<file path="src/rtl/fsr_pkg.sv">
// Package: shared control-word layout and sequencer state encoding for the
// fuse span reader. Assumes a 32-bit control word with a 10-bit address field.
package fsr_pkg;

    localparam int CTRL_W    = 32;
    localparam int BIT_CSB   = 0;
    localparam int BIT_STB   = 1;
    localparam int BIT_LOAD  = 2;
    localparam int BIT_PGENB = 3;
    localparam int BIT_PD    = 5;
    localparam int BIT_RSB   = 7;
    localparam int BIT_SSEL  = 9;
    localparam int ADDR_LSB  = 16;

    // Standby: power-down and chip-select-bar high, everything else low.
    localparam logic [CTRL_W-1:0] CTRL_STANDBY =
        (32'd1 << BIT_PD) | (32'd1 << BIT_CSB);

    // Read mode: load, program-enable-bar, read-sense-bar, strobe-shift-select.
    localparam logic [CTRL_W-1:0] CTRL_READ =
        (32'd1 << BIT_LOAD) | (32'd1 << BIT_PGENB) |
        (32'd1 << BIT_RSB)  | (32'd1 << BIT_SSEL);

    localparam logic [CTRL_W-1:0] CTRL_STROBE = 32'd1 << BIT_STB;

    typedef enum logic [2:0] {
        SQ_IDLE,
        SQ_SETUP,
        SQ_STROBE,
        SQ_RELEASE,
        SQ_FINISH
    } seq_state_t;

endpackage

</file>
<file path="src/rtl/fsr_span.sv">
// Module: fsr_span
// Converts a byte offset and byte length into a whole-word range: first word
// index, number of words to read and the count of leading bytes to drop.
// Purely combinational; assumes 4-byte words.
module fsr_span #(
    parameter int ADDR_W = 10,
    parameter int BYTE_W = ADDR_W + 2,
    parameter int LEN_W  = BYTE_W + 1
) (
    input  logic [BYTE_W-1:0] offset_i,
    input  logic [LEN_W-1:0]  length_i,
    output logic [ADDR_W-1:0] first_word_o,
    output logic [BYTE_W-1:0] word_count_o,
    output logic [1:0]        head_skip_o
);

    localparam int SUM_W = LEN_W + 1;

    logic [SUM_W-1:0]  sum_end;
    logic [BYTE_W-1:0] end_idx;

    // Exclusive end byte rounded up to the next word boundary.
    always_comb begin
        sum_end = SUM_W'(offset_i) + SUM_W'(length_i) + SUM_W'(3);
        end_idx = sum_end[SUM_W-1:2];
    end

    // Word range and head trim derived from the offset.
    always_comb begin
        first_word_o = offset_i[BYTE_W-1:2];
        word_count_o = end_idx - BYTE_W'(first_word_o);
        head_skip_o  = offset_i[1:0];
    end

endmodule

</file>
<file path="src/rtl/fsr_unpacker.sv">
// Module: fsr_unpacker
// Holds one sampled 32-bit word and emits its bytes least significant first
// on a valid/ready port. The first word after arming starts at the head-skip
// lane; a byte budget stops output after the requested count, discarding any
// lanes left in the word. Assumes load never coincides with a pending byte.
module fsr_unpacker #(
    parameter int LEN_W = 13
) (
    input  logic             clk,
    input  logic             rst_n,
    input  logic             arm_i,
    input  logic [LEN_W-1:0] arm_len_i,
    input  logic [1:0]       arm_skip_i,
    input  logic             load_i,
    input  logic [31:0]      word_i,
    input  logic             ready_i,
    output logic [7:0]       byte_o,
    output logic             valid_o,
    output logic             empty_o
);

    logic [31:0]      word_q;
    logic [1:0]       lane_q;
    logic [1:0]       skip_q;
    logic [LEN_W-1:0] remain_q;
    logic             first_q;
    logic             have_q;

    // Arm the budget, capture a word, or step to the next lane on acceptance.
    always_ff @(posedge clk) begin
        if (!rst_n) begin
            word_q   <= '0;
            lane_q   <= '0;
            skip_q   <= '0;
            remain_q <= '0;
            first_q  <= 1'b0;
            have_q   <= 1'b0;
        end else if (arm_i) begin
            remain_q <= arm_len_i;
            skip_q   <= arm_skip_i;
            first_q  <= 1'b1;
            have_q   <= 1'b0;
        end else if (load_i) begin
            word_q  <= word_i;
            lane_q  <= first_q ? skip_q : 2'd0;
            first_q <= 1'b0;
            have_q  <= (remain_q != '0);
        end else if (have_q && ready_i) begin
            remain_q <= remain_q - LEN_W'(1);
            lane_q   <= lane_q + 2'd1;
            if (lane_q == 2'd3 || remain_q == LEN_W'(1)) begin
                have_q <= 1'b0;
            end
        end
    end

    // Present the current lane.
    always_comb begin
        byte_o  = word_q[{lane_q, 3'b000} +: 8];
        valid_o = have_q;
        empty_o = !have_q;
    end

endmodule

</file>
<file path="src/rtl/fsr_sequencer.sv">
// Module: fsr_sequencer
// Drives the fuse control word through read-mode setup, one strobe per word
// and the return to standby. Each hold is WAIT_CYC cycles. A new strobe is
// only issued once the byte buffer is empty. Assumes ADDR_W <= 16.
module fsr_sequencer
    import fsr_pkg::*;
#(
    parameter int ADDR_W   = 10,
    parameter int WCNT_W   = 12,
    parameter int WAIT_CYC = 100
) (
    input  logic              clk,
    input  logic              rst_n,
    input  logic              go_i,
    input  logic [ADDR_W-1:0] first_word_i,
    input  logic [WCNT_W-1:0] word_count_i,
    input  logic              buf_empty_i,
    output logic              sample_o,
    output logic              done_o,
    output logic              busy_o,
    output logic [CTRL_W-1:0] ctrl_o
);

    localparam int CNT_W = (WAIT_CYC > 1) ? $clog2(WAIT_CYC) : 1;
    localparam logic [CNT_W-1:0] WAIT_LAST = CNT_W'(WAIT_CYC - 1);

    seq_state_t        state_q;
    logic [CNT_W-1:0]  cnt_q;
    logic [ADDR_W-1:0] addr_q;
    logic [WCNT_W-1:0] left_q;
    logic              wait_done;

    // End of the current one-microsecond hold.
    always_comb wait_done = (cnt_q == WAIT_LAST);

    // State, hold counter, word address and remaining-word count.
    always_ff @(posedge clk) begin
        if (!rst_n) begin
            state_q <= SQ_IDLE;
            cnt_q   <= '0;
            addr_q  <= '0;
            left_q  <= '0;
        end else begin
            case (state_q)
                SQ_IDLE: begin
                    if (go_i) begin
                        addr_q  <= first_word_i;
                        left_q  <= word_count_i;
                        cnt_q   <= '0;
                        state_q <= SQ_SETUP;
                    end
                end
                SQ_SETUP: begin
                    if (wait_done) begin
                        cnt_q   <= '0;
                        state_q <= (left_q == '0) ? SQ_FINISH : SQ_STROBE;
                    end else begin
                        cnt_q <= cnt_q + CNT_W'(1);
                    end
                end
                SQ_STROBE: begin
                    if (wait_done) begin
                        cnt_q   <= '0;
                        state_q <= SQ_RELEASE;
                    end else begin
                        cnt_q <= cnt_q + CNT_W'(1);
                    end
                end
                SQ_RELEASE: begin
                    if (!wait_done) begin
                        cnt_q <= cnt_q + CNT_W'(1);
                    end else if (buf_empty_i) begin
                        cnt_q   <= '0;
                        addr_q  <= addr_q + ADDR_W'(1);
                        left_q  <= left_q - WCNT_W'(1);
                        state_q <= (left_q == WCNT_W'(1)) ? SQ_FINISH : SQ_STROBE;
                    end
                end
                SQ_FINISH: begin
                    state_q <= SQ_IDLE;
                end
                default: state_q <= SQ_IDLE;
            endcase
        end
    end

    // Control word, sample strobe and status decoded from the state.
    always_comb begin
        ctrl_o = CTRL_STANDBY;
        case (state_q)
            SQ_SETUP:   ctrl_o = CTRL_READ;
            SQ_STROBE: begin
                ctrl_o = CTRL_READ | CTRL_STROBE;
                ctrl_o[ADDR_LSB +: ADDR_W] = addr_q;
            end
            SQ_RELEASE: begin
                ctrl_o = CTRL_READ;
                ctrl_o[ADDR_LSB +: ADDR_W] = addr_q;
            end
            default:    ctrl_o = CTRL_STANDBY;
        endcase
        sample_o = (state_q == SQ_STROBE) && wait_done;
        done_o   = (state_q == SQ_FINISH);
        busy_o   = (state_q != SQ_IDLE);
    end

endmodule

</file>
<file path="src/rtl/fuse_span_reader.sv">
// Module: fuse_span_reader (top)
// Reads an arbitrary byte range from a word-organised fuse array and streams
// the bytes out in address order. CLK_MHZ sets the cycles per microsecond
// hold. Starts arriving while busy are ignored.
module fuse_span_reader
    import fsr_pkg::*;
#(
    parameter int CLK_MHZ = 100,
    parameter int ADDR_W  = 10,
    localparam int BYTE_W = ADDR_W + 2,
    localparam int LEN_W  = BYTE_W + 1
) (
    input  logic              clk,
    input  logic              rst_n,
    input  logic              start_i,
    input  logic [BYTE_W-1:0] offset_i,
    input  logic [LEN_W-1:0]  length_i,
    output logic              busy_o,
    output logic              done_o,
    output logic [31:0]       fuse_ctrl_o,
    input  logic [31:0]       fuse_dout_i,
    output logic [7:0]        byte_o,
    output logic              byte_valid_o,
    input  logic              byte_ready_i
);

    logic [ADDR_W-1:0] first_word;
    logic [BYTE_W-1:0] word_count;
    logic [1:0]        head_skip;
    logic              go;
    logic              sample;
    logic              buf_empty;

    // A start is only taken while idle.
    always_comb go = start_i && !busy_o;

    fsr_span #(
        .ADDR_W (ADDR_W),
        .BYTE_W (BYTE_W),
        .LEN_W  (LEN_W)
    ) u_span (
        .offset_i     (offset_i),
        .length_i     (length_i),
        .first_word_o (first_word),
        .word_count_o (word_count),
        .head_skip_o  (head_skip)
    );

    fsr_sequencer #(
        .ADDR_W   (ADDR_W),
        .WCNT_W   (BYTE_W),
        .WAIT_CYC (CLK_MHZ)
    ) u_seq (
        .clk          (clk),
        .rst_n        (rst_n),
        .go_i         (go),
        .first_word_i (first_word),
        .word_count_i (word_count),
        .buf_empty_i  (buf_empty),
        .sample_o     (sample),
        .done_o       (done_o),
        .busy_o       (busy_o),
        .ctrl_o       (fuse_ctrl_o)
    );

    fsr_unpacker #(
        .LEN_W (LEN_W)
    ) u_unpack (
        .clk        (clk),
        .rst_n      (rst_n),
        .arm_i      (go),
        .arm_len_i  (length_i),
        .arm_skip_i (head_skip),
        .load_i     (sample),
        .word_i     (fuse_dout_i),
        .ready_i    (byte_ready_i),
        .byte_o     (byte_o),
        .valid_o    (byte_valid_o),
        .empty_o    (buf_empty)
    );

endmodule

</file>
<file path="config.mk">
export PLATFORM = sky130hd
export DESIGN_NAME = fuse_span_reader
export DESIGN_NICKNAME = d
export VERILOG_FILES = /design/src/rtl/fsr_pkg.sv /design/src/rtl/fsr_span.sv /design/src/rtl/fsr_unpacker.sv /design/src/rtl/fsr_sequencer.sv /design/src/rtl/fuse_span_reader.sv
export SDC_FILE = /design/constraint.sdc
export NUM_CORES = 1
export LEC_CHECK = 0
export BUFFER_PORTS_ARGS = -buffer_cell sky130_fd_sc_hd__buf_2
export CORE_ASPECT_RATIO = 0.6
export CORE_UTILIZATION = 51
export CTS_BUF_LIST = sky130_fd_sc_hd__clkbuf_8
export DETAILED_ROUTE_END_ITERATION = 16
export PLACE_DENSITY_LB_ADDON = 0.05
export REMOVE_ABC_BUFFERS = 1
export SYNTH_ARGS = -nofsm -noshare
export SYNTH_HDL_FRONTEND = slang
export SYNTH_SLANG_ARGS = --single-unit
</file>
<file path="constraint.sdc">
create_clock -name clk -period 12.6 [get_ports clk]
set_clock_uncertainty 0.2 [all_clocks]
set_input_delay 2.52 -clock clk [delete_from_list [all_inputs] [get_ports clk]]
set_output_delay 2.52 -clock clk [all_outputs]
set_load 0.01 [all_outputs]
</file>
# Word-level counts from Yosys, hierarchy flattened
# Cells that the tools add are included.
# word_totals
regBits,83
latchBits,0
ram_bits,0
rom_bits,0
output_inout_bits,43
memories,0
# op_classes
addsub,8
n_mul,0
div_mod_pow,0
order_cmp,0
eq_ne,15
n_shift,1
n_mux,33
bitwise,2
reduce_logical,24
# ops
operator,n
$pmux 26 s3,1
$mux 13,3
$mux 12,3
$shiftx 32x6->8,1
$mux 10,3
$mux 7,4
$pmux 12 s2,1
$mux 3,7
$pmux 7 s3,1
$pmux 10 s2,1
$add 12x13->14,1
$add 14x2->14 const B,1
$eq 13x1->1 const B,1
$reduce_bool 13->1,1
$sub 13x1->13 const B,1
$eq 12x1->1 const B,1
$logic_not 12->1,1
$pmux 3 s4,1
$sub 12x1->12 const B,1
$sub 12x10->12,1
$add 10x1->10 const B,1
$reduce_bool 2->1,5
$reduce_and 2->1,4
$add 7x1->7 const B,1
21 further kinds,37

# Logic depth before layout (Yosys ltp)
# logic_depth
ltp_word,5
ltp_mapped,16
ltp_nobuf,16

# Hierarchy
# Synthesis repeated with hierarchy kept, for this count alone.
# hier_totals
cells_unflattened,760
hier_area_um2,6027.0
# by_module_without_submodules
mod,n_inst,cells_per_inst,area_per_inst_um2
fsr_unpacker,1,287,2408.6
fsr_sequencer,1,301,2322.2
fsr_span,1,171,1282.5
fuse_span_reader,1,1,13.8

# Worst setup path before layout
# OpenSTA, ideal clock, no wires.
# synth_path
path_type,input to register
startpoint,in offset_i[1]
endpoint,reg u_seq.left_q[11]
setup_time_ns,0.116
t_arrival_ns,5.679
slack_ns,6.605
stages,16
n_path_buf,0
cell_sequence,inv_1 ha_1 o21ba_1 fa_1 a21oi_1 o21ai_0 a21oi_1 xnor2_1 ha_1 o21ai_0 nand2b_1 and3_1 a221oi_1 o21bai_1 or3b_1 a31o_1
# synth_via
elab_chain_cells,5
# synth_rtl
item,line_no,rtl
"start, declared",fuse_span_reader.sv:16,"input logic [BYTE_W-1:0] offset_i,"
$add 12x13->14,fsr_span.sv:24,sum_end = SUM_W'(offset_i) + SUM_W'(length_i) + SUM_W'(3);
$add 14x2->14,fsr_span.sv:24,
$sub 12x10->12,fsr_span.sv:31,word_count_o = end_idx - BYTE_W'(first_word_o);
$mux 12,fsr_sequencer.sv:46,if (go_i) begin
$pmux 12 s2,fsr_sequencer.sv:44,case (state_q)
"end signal, assigned",fsr_sequencer.sv:48,left_q <= word_count_i;
"end signal, assigned",fsr_sequencer.sv:75,left_q <= left_q - WCNT_W'(1);
"end, declared",fsr_sequencer.sv:30,logic [WCNT_W-1:0] left_q;
# Every way passes these cells. The select of a mux whose other input is x is not followed.
# A chain may end at the register's enable or synchronous reset.

# Worst setup path after layout
# layout_path
startpoint,in length_i[1]
endpoint,reg u_seq.left_q[11]
# layout_via
elab_chain_cells,5
# layout_rtl
item,line_no,rtl
"start, declared",fuse_span_reader.sv:17,"input logic [LEN_W-1:0] length_i,"
$add 12x13->14,fsr_span.sv:24,
$add 14x2->14,fsr_span.sv:24,
$sub 12x10->12,fsr_span.sv:31,
$mux 12,fsr_sequencer.sv:46,
$pmux 12 s2,fsr_sequencer.sv:44,
# Every way passes these cells. The select of a mux whose other input is x is not followed.

==> run summary <==
Clock latency on the worst-skew pair, taken at its later pin, is 360 ps. The count of nets left with antenna violations once routing finished came out at 0. For this design the static power due to leakage is 2.53 nW. The final route contains 5,208 vias. Including well taps, the total number of placed cells is 908. Buffers added to address setup during post-CTS repair amount to 0. Detailed placement ended at an HPWL of 10,400 um. The number of logic stages on the critical path including buffering was 17. The type of the worst setup path was primary input to flop. Dividing the final minimum period by the clock period gives 48.3%. Counting flops with an async set or reset pin after synthesis yields a share of 0%. The flow ran to the end, and the final reports show no timing, DRC or antenna violations.

Relative to the synthesized area, the layout overhead comes to 11.5%. The critical path goes through buf_2 > inv_1 > ha_1 > o21ba_1 > fa_1 > a21oi_1 > o21ai_0 > a21oi_1 > xnor2_1 > ha_1 > o21ai_0 > nand2b_1 > and3_1 > a221oi_1 > o21bai_1 > or3b_1 > a31o_1. The final layout contains routed wiring with a total length of 13,900 um. For the number of clock sinks, the log shows 83. Measured against its own limit, the worst slew margin works out to 23.1%. Antenna diode count: 0.

Max-cap violations in this run came to 0. The run gives 0.0112 mm^2 as the die footprint. The largest individual stage delay along the critical path comes from the cell sky130_fd_sc_hd__fa_1. Average wire length per cell after detail routing: 15.0 um. The element type at the critical path start is a primary input. The sequential cell area fraction in the yosys report came out at 30.4%. The run gives 62 as the largest net degree at the start of global routing.

The number of DRC violations after detailed routing is 0. For this design the ratio of total power to cell area is 143 mW/mm^2. The final-report hold violation count is 0, and the required time at the endpoint of the critical path is 12,660 ps. Measured on the finished design, the core utilization comes to 60.3%. Data on the critical path arrives at its endpoint at 6140 ps. In the routed layout, each cell is associated on average with a via count of 5.64. The fraction of layout cells with a size suffix above 1 is 17.0%, and the worst reg-to-reg path cell count is 6. The number of instances resized during post-cts repair was 0. In this run, synthesis produced a sequential element count of 83.

The chip height came out at 82.3 um. For the pin with the worst max-slew slack, the measured transition is 1150 ps. TritonCTS built the clock tree.

The number of cells on the worst hold path is 2. Initial antenna violation count: 0. The mean post-synth cell area was 7.61 um^2; the number of warning messages in the yosys log was 0. For this run, the detailed router's first-pass iteration total came to 5. Summing every instance area after synthesis gives 0.00547 mm^2. Clock-pin slew was measured on the worst setup and hold paths at 90 ps. For this block, the initial DRC count from the detailed router was 314. For the routability congestion estimate from global placement, the log shows 0.899. The first global-routing pass estimated 22,300 um of wire. Setup repair after global routing left no endpoint under its margin. 104 I/O pins were placed. The time the worst path needs with I/O delays and setup was 6080 ps; the combined area of the multi-input logic cells was 0.00348 mm^2. In the synthesized netlist the dominant register cell turns out to be sky130_fd_sc_hd__dfxtp_1. The clock buffer count from CTS is 9.

For the net total in the final layout, the log shows 886. The count of cell types in the netlist came out at 62. Registers take 0.00166 mm^2.

After global routing the overflow that remains totals 0. In the final timing run, aggregate negative setup slack is 0 ps. Global routing used 25.5% of the available tracks across all layers. The worst hold-check path type was flop to flop. Kind of end point of the critical path: a flop. The largest vdd supply drop is 73.5 uV. The core region is 0.0101 mm^2. The combined buffer and inverter count along the critical path came out at 2. Yosys mapped a number of flops with a built-in enable equal to 0. Once layout is complete, the cells apart from fillers number 924.

Synthesized instance count: 719. Setup violations remaining at the end of the flow were counted as 0. The initial standard-cell utilization of the core is 54.1%, and the quantity of I/O buffers inserted on ports is 88. The tools report the total count of max-transition violations in the final report as 0. The tree is rooted in a sky130_fd_sc_hd__clkbuf_8. Counting the fill cells in the layout gives 959. The number of global-route vias before repair is 4,576, and the delay of the slowest critical-path stage is 420 ps.

Hold is met by 256 ps. In this run the core area contains 28 standard-cell rows. The hold-fix buffer count after cts is 0, and the die extent in x is 136 um. Along the worst path, the maximum fanout reaches 4.

Static timing analysis puts the maximum clock frequency at 164 MHz. Among cell families on the critical path, the largest total delay comes from compound AO/OA/AOI/OAI gates. In this run the register-to-register setup slack is 9440 ps. The worst-case clock buffer depth is 2. For the number of H-tree levels, the log shows 3.
[metrics by stage]
step / total power [mW] / worst slack, ps / cell area (um^2)
after floorplan: 0.578 / 6610 / 5250
after global placement: 0.675 / 6210 / 5920
after detailed placement: 0.686 / 6180 / 5920
after CTS: 0.872 / 6540 / 6100
after global routing: 0.938 / 6330 / 6100
final: 0.874 / 6520 / 6100
[tightest hold or removal path: cells and delay by family (launching register included)]
kind	cells	cell delay, ps
flops	1	320
simple gates	1	50
compound gates	1	50
[power by group]
part | switching (mW) | leakage (nW) | internal, mW
sequential | 0.0313 | 0.676 | 0.290
clock | 0.105 | 0.0933 | 0.0788
combinational | 0.225 | 1.77 | 0.145
[cell usage after synthesis, types with 17 or more instances]
master,instances,area (um^2)
sky130_fd_sc_hd__dfxtp_1,83,1660
sky130_fd_sc_hd__inv_1,30,113
sky130_fd_sc_hd__nand3_1,17,85.1
sky130_fd_sc_hd__buf_4,19,143
sky130_fd_sc_hd__nor3_1,19,95.1
sky130_fd_sc_hd__o21ai_0,44,220
sky130_fd_sc_hd__nor2_1,64,240
sky130_fd_sc_hd__nand2_1,114,428
sky130_fd_sc_hd__ha_1,39,488
sky130_fd_sc_hd__clkbuf_1,33,124
sky130_fd_sc_hd__a21oi_1,94,470
[final cells by class]
type	count	share of cell area, %
well taps	135	2.77
repair buffers	95	8.08
clock inverters	6	0.779
inverters	30	1.85
multi-input cells	565	57.1
flip-flops and latches	83	27.2
clock buffers	10	2.26
[layer usage]
metal | track usage [%] | part of all wire, % | vias up
li1 | - | - | 2628
met1 | 37.1 | 51 | 2415
met2 | 37.8 | 41 | 155
met3 | 7.14 | 7.3 | 10
met4 | 4.16 | 0.47 | 0
met5 | 0 | 0 | -
[worst paths after layout]
check | startpoint | end
setup / recovery | length_i[1] | u_seq.left_q[11]$_SDFFE_PN0P_
hold / removal | u_unpack.word_q[10]$_SDFFE_PN0P_ | u_unpack.word_q[10]$_SDFFE_PN0P_
setup reg to reg | u_seq.state_q[1]$_SDFFE_PN0P_ | u_unpack.remain_q[3]$_SDFFE_PN0P_
hold reg to reg | u_unpack.word_q[10]$_SDFFE_PN0P_ | u_unpack.word_q[10]$_SDFFE_PN0P_
[registers in the layout, summed over array words and instances (netlist names)]
register / cells
u_seq.addr_q: 10
u_seq.cnt_q: 7
u_seq.left_q: 12
u_seq.state_q: 3
u_unpack.first_q: 1
u_unpack.lane_q: 2
u_unpack.remain_q: 13
u_unpack.skip_q: 2
u_unpack.valid_o: 1
u_unpack.word_q: 32
[cells in the final DEF, fill, tap and decap left out, types with 7 or more instances in the layout]
cell and n:
sky130_fd_sc_hd__and2_1 14, sky130_fd_sc_hd__nand2b_1 7, sky130_fd_sc_hd__buf_4 7, sky130_fd_sc_hd__a211oi_1 14, sky130_fd_sc_hd__mux4_2 8, sky130_fd_sc_hd__nor2_1 64, sky130_fd_sc_hd__buf_2 88, sky130_fd_sc_hd__o21ai_0 44
sky130_fd_sc_hd__inv_1 29, sky130_fd_sc_hd__nand2_1 114, sky130_fd_sc_hd__nand3_1 17, sky130_fd_sc_hd__clkbuf_8 10, sky130_fd_sc_hd__xor2_1 8, sky130_fd_sc_hd__conb_1 15, sky130_fd_sc_hd__ha_1 39, sky130_fd_sc_hd__nor3_1 18
sky130_fd_sc_hd__a21oi_1 94, sky130_fd_sc_hd__xnor2_1 14, sky130_fd_sc_hd__dfxtp_1 83, sky130_fd_sc_hd__or3_1 8
[cells by family (layout without fill, tap and decap cells)]
group / after synthesis / after routing / synth area share [%]
compound gates: 204 / 204 / 22.4
xor+xnor: 22 / 22 / 3.52
fa+ha+maj: 41 / 41 / 9.65
buf+inv: 85 / 141 / 7.20
flops: 83 / 83 / 30.4
mux: 11 / 11 / 3.84
other cells: 1 / 15 / 0.0685
simple gates: 272 / 272 / 23.0
Note: power is estimated with default switching activity, not from simulation.
